File: src/rtl/dha_pkg.sv
package dha_pkg;

   typedef struct packed {
      logic wrap;
      logic dec;
      logic msb;
   } dha_mode_t;

   typedef enum logic [1:0] {
      ADV_HOLD = 2'd0,
      ADV_STEP = 2'd1,
      ADV_WRAP = 2'd2
   } dha_adv_e;

endpackage

File: src/rtl/dha_col_next.sv
module dha_col_next
   import dha_pkg::*;
#(
   parameter int NUM_COLS = 102,
   parameter int CW       = $clog2(NUM_COLS + 1)
) (
   input  logic [CW-1:0] col_q,
   input  logic          wrap_ok,
   output dha_adv_e      adv,
   output logic [CW-1:0] col_nxt,
   output logic          room
);
   localparam logic [CW-1:0] END_COL  = CW'(NUM_COLS);
   localparam logic [CW-1:0] LAST_COL = CW'(NUM_COLS - 1);

   logic last;

   assign room = col_q < END_COL;
   assign last = col_q == LAST_COL;

   always_comb begin
      if (!room)
         adv = ADV_HOLD;
      else if (wrap_ok && last)
         adv = ADV_WRAP;
      else
         adv = ADV_STEP;
   end

   always_comb begin
      unique case (adv)
         ADV_STEP: col_nxt = col_q + CW'(1);
         ADV_WRAP: col_nxt = '0;
         default:  col_nxt = col_q;
      endcase
   end

endmodule

File: src/rtl/dha_page_next.sv
module dha_page_next #(
   parameter int NUM_PAGES = 8,
   parameter int PW        = $clog2(NUM_PAGES + 1)
) (
   input  logic [PW-1:0] page_q,
   input  logic          dec,
   output logic [PW-1:0] page_nxt
);
   localparam logic [PW-1:0] LAST_PG = PW'(NUM_PAGES - 1);

   always_comb begin
      if (dec)
         page_nxt = (page_q == '0) ? LAST_PG : page_q - PW'(1);
      else
         page_nxt = (page_q == LAST_PG) ? '0 : page_q + PW'(1);
   end

endmodule

File: src/rtl/dha_byte_order.sv
module dha_byte_order #(
   parameter int DATA_W = 8
) (
   input  logic              msb_first,
   input  logic [DATA_W-1:0] din,
   output logic [DATA_W-1:0] dout
);
   logic [DATA_W-1:0] flipped;

   for (genvar i = 0; i < DATA_W; i++) begin : g_flip
      assign flipped[i] = din[DATA_W-1-i];
   end

   assign dout = msb_first ? din : flipped;

endmodule

File: src/rtl/dram_host_addr.sv
module dram_host_addr
   import dha_pkg::*;
#(
   parameter int NUM_COLS  = 102,
   parameter int NUM_PAGES = 8,
   parameter int DATA_W    = 8,
   parameter bit OUT_REG   = 1'b0,
   localparam int CW       = $clog2(NUM_COLS + 1),
   localparam int PW       = $clog2(NUM_PAGES + 1)
) (
   input  logic              clk,
   input  logic              rst_n,
   input  logic              set_page_i,
   input  logic [PW-1:0]     page_val_i,
   input  logic              set_col_i,
   input  logic [CW-1:0]     col_val_i,
   input  logic              cfg_ld_i,
   input  logic              cfg_wrap_i,
   input  logic              cfg_dec_i,
   input  logic              cfg_msb_i,
   input  logic              wr_i,
   input  logic [DATA_W-1:0] wr_data_i,
   output logic              mem_we_o,
   output logic [PW-1:0]     mem_page_o,
   output logic [CW-1:0]     mem_col_o,
   output logic [DATA_W-1:0] mem_data_o
);
   localparam logic [PW-1:0] ICON_PG  = PW'(NUM_PAGES);
   localparam logic [CW-1:0] LAST_COL = CW'(NUM_COLS - 1);

   if (NUM_COLS < 2) begin : g_bad_cols
      $error("dram_host_addr: NUM_COLS must be at least 2");
   end
   if (NUM_PAGES < 2) begin : g_bad_pages
      $error("dram_host_addr: NUM_PAGES must be at least 2");
   end
   if (DATA_W < 1) begin : g_bad_width
      $error("dram_host_addr: DATA_W must be at least 1");
   end

   dha_mode_t         mode_q;
   logic [PW-1:0]     page_q;
   logic [PW-1:0]     page_nxt;
   logic [PW-1:0]     page_ld;
   logic [CW-1:0]     col_q;
   logic [CW-1:0]     col_nxt;
   logic [CW-1:0]     col_ld;
   dha_adv_e          adv;
   logic              room;
   logic              on_icon;
   logic              cmd_any;
   logic              we_now;
   logic              step_ok;
   logic [DATA_W-1:0] data_ord;

   assign on_icon = page_q == ICON_PG;
   assign cmd_any = set_page_i | set_col_i;
   assign we_now  = wr_i & room;
   assign step_ok = we_now & ~cmd_any;
   assign page_ld = (page_val_i > ICON_PG) ? ICON_PG : page_val_i;
   assign col_ld  = (col_val_i > LAST_COL) ? LAST_COL : col_val_i;

   dha_col_next #(
      .NUM_COLS (NUM_COLS),
      .CW       (CW)
   ) u_col (
      .col_q   (col_q),
      .wrap_ok (mode_q.wrap & ~on_icon),
      .adv     (adv),
      .col_nxt (col_nxt),
      .room    (room)
   );

   dha_page_next #(
      .NUM_PAGES (NUM_PAGES),
      .PW        (PW)
   ) u_page (
      .page_q   (page_q),
      .dec      (mode_q.dec),
      .page_nxt (page_nxt)
   );

   dha_byte_order #(
      .DATA_W (DATA_W)
   ) u_order (
      .msb_first (mode_q.msb),
      .din       (wr_data_i),
      .dout      (data_ord)
   );

   always_ff @(posedge clk) begin
      if (!rst_n)
         mode_q <= '0;
      else if (cfg_ld_i)
         mode_q <= '{wrap: cfg_wrap_i, dec: cfg_dec_i, msb: cfg_msb_i};
   end

   always_ff @(posedge clk) begin
      if (!rst_n) begin
         page_q <= '0;
         col_q  <= '0;
      end else begin
         if (set_page_i)
            page_q <= page_ld;
         else if (step_ok && adv == ADV_WRAP)
            page_q <= page_nxt;

         if (set_col_i)
            col_q <= col_ld;
         else if (step_ok)
            col_q <= col_nxt;
      end
   end

   if (OUT_REG) begin : g_oreg
      always_ff @(posedge clk) begin
         if (!rst_n) begin
            mem_we_o   <= 1'b0;
            mem_page_o <= '0;
            mem_col_o  <= '0;
            mem_data_o <= '0;
         end else begin
            mem_we_o <= we_now;
            if (wr_i) begin
               mem_page_o <= page_q;
               mem_col_o  <= col_q;
               mem_data_o <= data_ord;
            end
         end
      end
   end else begin : g_ocomb
      assign mem_we_o   = we_now;
      assign mem_page_o = page_q;
      assign mem_col_o  = col_q;
      assign mem_data_o = data_ord;
   end

endmodule

File: config.mk
export PLATFORM = sky130hd
export DESIGN_NAME = dram_host_addr
export DESIGN_NICKNAME = d
export VERILOG_FILES = /design/src/rtl/dha_pkg.sv /design/src/rtl/dha_col_next.sv /design/src/rtl/dha_page_next.sv /design/src/rtl/dha_byte_order.sv /design/src/rtl/dram_host_addr.sv
export SDC_FILE = /design/constraint.sdc
export NUM_CORES = 1
export LEC_CHECK = 0
export ABC_AREA = 1
export BUFFER_PORTS_ARGS = -buffer_cell sky130_fd_sc_hd__buf_2
export CAP_MARGIN = 20
export CORE_ASPECT_RATIO = 0.6
export CORE_MARGIN = 4
export CORE_UTILIZATION = 30
export CTS_BUF_LIST = sky130_fd_sc_hd__clkbuf_2
export DETAILED_ROUTE_END_ITERATION = 10
export PLACE_DENSITY_LB_ADDON = 0.12
export SYNTH_ARGS = -nofsm -noshare
export SYNTH_HDL_FRONTEND = slang
export SYNTH_SLANG_ARGS = --single-unit
File: constraint.sdc
create_clock -name clk -period 2.07 [get_ports clk]
set_clock_uncertainty 0.2 [all_clocks]
set_input_delay 0.1035 -clock clk [delete_from_list [all_inputs] [get_ports clk]]
set_output_delay 0.1035 -clock clk [all_outputs]
set_load 0.005 [all_outputs]
### Word-level counts from Yosys, hierarchy flattened

Index checks and enable logic that the tools add are counted.

| storage, ports and cells | value |
|---|---|
| bits of input ports | 28 |
| output and inout port bits | 20 |
| flip-flop bits (word level) | 14 |

| operators by class | value |
|---|---|
| reductions and logical operators | 7 |
| magnitude comparators | 3 |
| bitwise gates (word level) | 6 |
| muxes and demuxes | 13 |
| equal/unequal tests | 5 |
| add/subtract/negate cells | 3 |

Operators by type and width:

| cell | count |
|---|---|
| 4-bit 2-to-1 mux | 6 |
| 7-bit 2-to-1 mux | 3 |
| 7-bit case mux with 2 select lines | 1 |
| 8-bit 2-to-1 mux | 1 |
| 7-bit by 1-bit adder with 7-bit output, second input constant | 1 |
| 7-bit equality test, second input constant | 1 |
| 7-bit > comparator, second input constant | 1 |
| 7-bit less-than comparator, second input constant | 1 |
| 4-bit by 1-bit adder with 4-bit output, second input constant | 1 |
| 4-bit by 3-bit equality test with 1-bit output, second input constant | 1 |
| 4-bit equality test, second input constant | 1 |
| 4-bit > comparator, second input constant | 1 |
| 4-bit logical NOT | 1 |
| 2-bit 2-to-1 mux | 2 |
| 2-bit nonzero test | 2 |
| 4-bit by 1-bit subtractor with 4-bit output, second input constant | 1 |
| 1-bit bitwise AND | 3 |
| 3-bit nonzero test | 1 |
| 2-bit by 1-bit equality test with 1-bit output, second input constant | 1 |
| 2-bit equality test, second input constant | 1 |
| 1-bit logical AND | 2 |
| 1-bit NOT | 2 |
| 2-bit AND reduction | 1 |
| 1-bit bitwise OR | 1 |

### Longest topological paths before layout

| logic depth | value |
|---|---|
| word-level depth | 10 |
| depth in mapped cells | 9 |
| gate-level depth less buffers | 9 |

### Hierarchy

Synthesis repeated with hierarchy kept, for this count alone.

| unflattened totals | value |
|---|---|
| cells, all modules | 218 |
| area, all modules | 1288.7 um2 |

By module, submodules not included:

| module | cells each | sequential area each (um2) | area each (um2) | times used |
|---|---|---|---|---|
| dram_host_addr | 114 | 280.3 | 767.0 | 1 |
| dha_col_next | 48 | 0.0 | 265.3 | 1 |
| dha_page_next | 30 | 0.0 | 151.4 | 1 |
| dha_byte_order | 26 | 0.0 | 105.1 | 1 |

### Worst setup path after synthesis

Ideal clock, no wire load.

| path | value |
|---|---|
| path kind | register to register |
| start point | register page_q[0], in the netlist mem_page_o[0] |
| end point | register page_q[0], in the netlist mem_page_o[0] |
| data arrival time | 1.301 ns |
| stages on the path, launching flop included | 10 |
| clock period less this slack | 1.564 ns |
| data required time | 1.806 ns |
| library setup time | 0.064 ns |
| path slack | 0.506 ns |
| path through | dfxtp_1 inv_1 ha_1 nand3_1 nand3_1 nor2_4 nand3_2 nand3_1 nand2_1 nor2_1 |

| between the ends | value |
|---|---|
| word-level cells in the longest chain between the ends | 9 |

Ends and longest elaborated chain:

| element | RTL line | RTL |
|---|---|---|
| start, declared | dram_host_addr.sv:42 | `logic [PW-1:0] page_q;` |
| start signal, assigned | dram_host_addr.sv:104 | `page_q <= page_ld;` |
| start signal, assigned | dram_host_addr.sv:106 | `page_q <= page_nxt;` |
| 4-bit equality test | dram_host_addr.sv:56 | `assign on_icon = page_q == ICON_PG;` |
| 1-bit NOT | dram_host_addr.sv:68 | `.wrap_ok (mode_q.wrap & ~on_icon),` |
| 1-bit bitwise AND | dram_host_addr.sv:68 |  |
| 1-bit logical AND | dha_col_next.sv:24 | `else if (wrap_ok && last)` |
| 2-bit 2-to-1 mux | dha_col_next.sv:24 |  |
| 2-bit 2-to-1 mux | dha_col_next.sv:22 | `if (!room)` |
| 2-bit equality test | dram_host_addr.sv:105 | `else if (step_ok && adv == ADV_WRAP)` |
| 1-bit logical AND | dram_host_addr.sv:105 |  |
| 2-bit nonzero test (no source line) | n/a |  |

Parallel ways exist; a longest one is shown, timed or not. The select of a mux whose other input is x is not followed.
A chain may end at the register's enable or synchronous reset.

==> results.txt <==
Core Rows = 17
Fraction of layout cells with a size suffix above 1 = 26.5%
Die W = 89.1 µm
Top cell type by total area after synthesis = dfxtp_1
Post-Syn Area = 1180 µm²
Worst setup path class = in2reg
Leakage = 0.896 nW
P_sw = 0.264 mW
Worst-margin pin slew = 450 ps
Final hold viol count = 0
Fmax = 499 MHz
TritonCTS clock tree = yes
DR iter-0 viols = 123
DR vias/cell = 4.56
PD cells = 426 nW/µm²
Final setup vio count = 0
Max cap viols = 0
Final Power = 0.725 mW
Port-buffer cells = 47
Total grt overflow = 0
CP max FO = 1
# Post-CTS Setup Buffers = 0
Top-count cell post-synth = nand2_1
Async SR Flop Fraction = 0%
Nets = 301
Top FF cell, synth = dfxtp_1
Comb power frac = 36.1%
Netlist cell types = 25
GRT Util Overall = 14.9%
Critical path arrival = 2000 ps
Longest Clk Path Bufs = 2
Routed WL per cell = 11.9 µm
DP HPWL = 2820 µm
Switching part of the total = 36.5%
Slew Limit Fails = 0
Die Span Y = 56.7 µm
Vias in the first global route = 1266
Post-synth top area share = 23.7%
DIE AREA = 5050 µm²
Routed vias = 1437
Fillcell total = 374
ANT nets after route = 0
First-pass GRT wire length = 5860 µm
Final Cycle Share = 96.8%
Largest net degree at the start of global routing = 18
Post-synth EDFFs = 0
Initial cell density of the core = 31.8%
Residual DRC = 0
Final min period = 2000 ps
CTS sink cnt = 14
Final WL = 3750 µm
IO Count = 48
Clk pwr share = 19.0%
Syn avg cell area = 5.98 µm²
Antenna Cells = 0
Synth area leaders = dfxtp_1, nand2_1, nand3_1, nor2_1, inv_1
Mapped Cells = 198
Startpoint types = primary input
Reg clk slew, reported paths = 150 ps
Crit end category = flop
Hold Crit Class = in2reg
Core area = 3720 µm²
Max-Slew Margin vs Limit = 69.9%
Top post-synthesis cells by count = nand2_1, nor2_1, nand3_1, inv_1, dfxtp_1
RSZ-0062 raised after global routing = no
Req. time, crit path = 2070 ps
Register share of total power = 44.9%
Internal = 0.461 mW
CTS H-tree lvls = 1
Worst vdd ir = 217 µV
Syn_nets = 230
Status = completed
Worst-Skew Late Latency = 290 ps
Clk Tree Root Cell = clkbuf_2
Synthesis-to-finish area growth = 43.8%
Drt first pass iters = 4
CTS Buf Count = 3
Initial antenna violation count = 0
Synth Warn # = 0
Synthesis-stage register bit count = 14
GPL Wtd Cong = 0.795
Sequential area share after synthesis = 23.7%
Setup TNS = 0 ps
[final cells by class]
cell class / instances / area, µm² / share of cell area, %
clock buffers: 3 / 15.0 / 0.882
clock inverters: 1 / 3.75 / 0.221
inverters: 25 / 108 / 6.32
multi-input cells: 157 / 788 / 46.3
flip-flops and latches: 14 / 280 / 16.5
well taps: 47 / 58.8 / 3.46
repair buffers: 68 / 448 / 26.3
[what timing repair did]
item,CTS,global route
gates resized for setup,0,3
hold buffers,22,0
endpoints found under the hold margin,14,0
setup endpoints to repair,0,1
[cells by family (layout without fill, tap and decap cells)]
family                   count (synthesis)  count (layout)  synth area share, %
AND/OR/NAND/NOR                        125             125                 49.9
buffers and inverters                   27              97                 9.73
AO/OA/AOI/OAI                           26              26                 11.0
flip-flops                              14              14                 23.7
adder cells (fa/ha/maj)                  4               4                 4.23
XOR/XNOR                                 2               2                 1.48
[layer usage]
layer	global-route usage [%]	up-vias	routed length, µm
met5	0	-	0
met4	1.91	0	17
met3	4.11	2	198
met2	19.7	43	1440
met1	23.9	616	2090
li1	-	776	-
[sequential cells by signal, indices dropped and copies added (netlist names)]
signal      cells
mem_page_o      4
mode_q          3
mem_col_o       7
[metrics by stage]
stage | cells | instance area [µm²] | worst slack [ps] | hold slack (ps) | util [%]
2_1_floorplan | 198 | 1180 | 506 | 24.2 | -
3_3_place_gp | 290 | 1470 | 371 | 139 | 39.5
3_5_place_dp | 290 | 1470 | 345 | 136 | 39.5
4_1_cts | 316 | 1710 | 47.0 | 4.55 | 45.9
5_1_grt | 315 | 1700 | 35.4 | 11.9 | 45.7
6_report | 315 | 1700 | 65.8 | 15.1 | 45.7
[cell usage in the layout, fill, tap and decap left out]
cell type	count
clkbuf_2	3
clkinv_1	1
or2_1	1
dfxtp_1	14
nor2_1	27
xor2_1	1
nand4_1	2
nand2_4	1
nand3_1	24
a21oi_1	13
xnor2_1	1
ha_1	4
nor3_1	2
buf_4	1
nand2_1	53
nand3_2	1
nand3_4	1
o21ai_0	9
buf_2	46
inv_2	6
inv_1	18
nand2_2	3
nor2_4	1
bufinv_8	1
o21ai_1	4
nand3b_1	2
dlygate4sd3_1	21
nand3b_4	1
nor2_2	6
[worst max-delay path, stage by stage]
cell           delay (ps)
dlygate4sd3_1         520
buf_2                 120
nor2_1                100
dlygate4sd3_1         560
nor2_1                 50
dlygate4sd3_1         540
[power by group through the flow]
| stage | clock, mW | combinational (mW) | sequential, mW |
|---|---|---|---|
| floorplan | 0 | 0.142 | 0.321 |
| global placement | 0 | 0.232 | 0.331 |
| detailed placement | 0 | 0.227 | 0.331 |
| CTS | 0.144 | 0.261 | 0.325 |
| global route | 0.158 | 0.294 | 0.331 |
| finish | 0.138 | 0.261 | 0.325 |
[worst paths after layout]
kind | startpoint | end | slack, ps | cells past startpoint
worst max-delay path | cfg_wrap_i | mode_q[2] | 70 | 6
worst min-delay path | set_col_i | mem_col_o[5] | 20 | 5
worst max register to register | mem_page_o[0] | mem_page_o[2] | 300 | 9
worst min register to register | mem_col_o[4] | mem_col_o[4] | 370 | 2
Power figures use the tool's default switching activity.
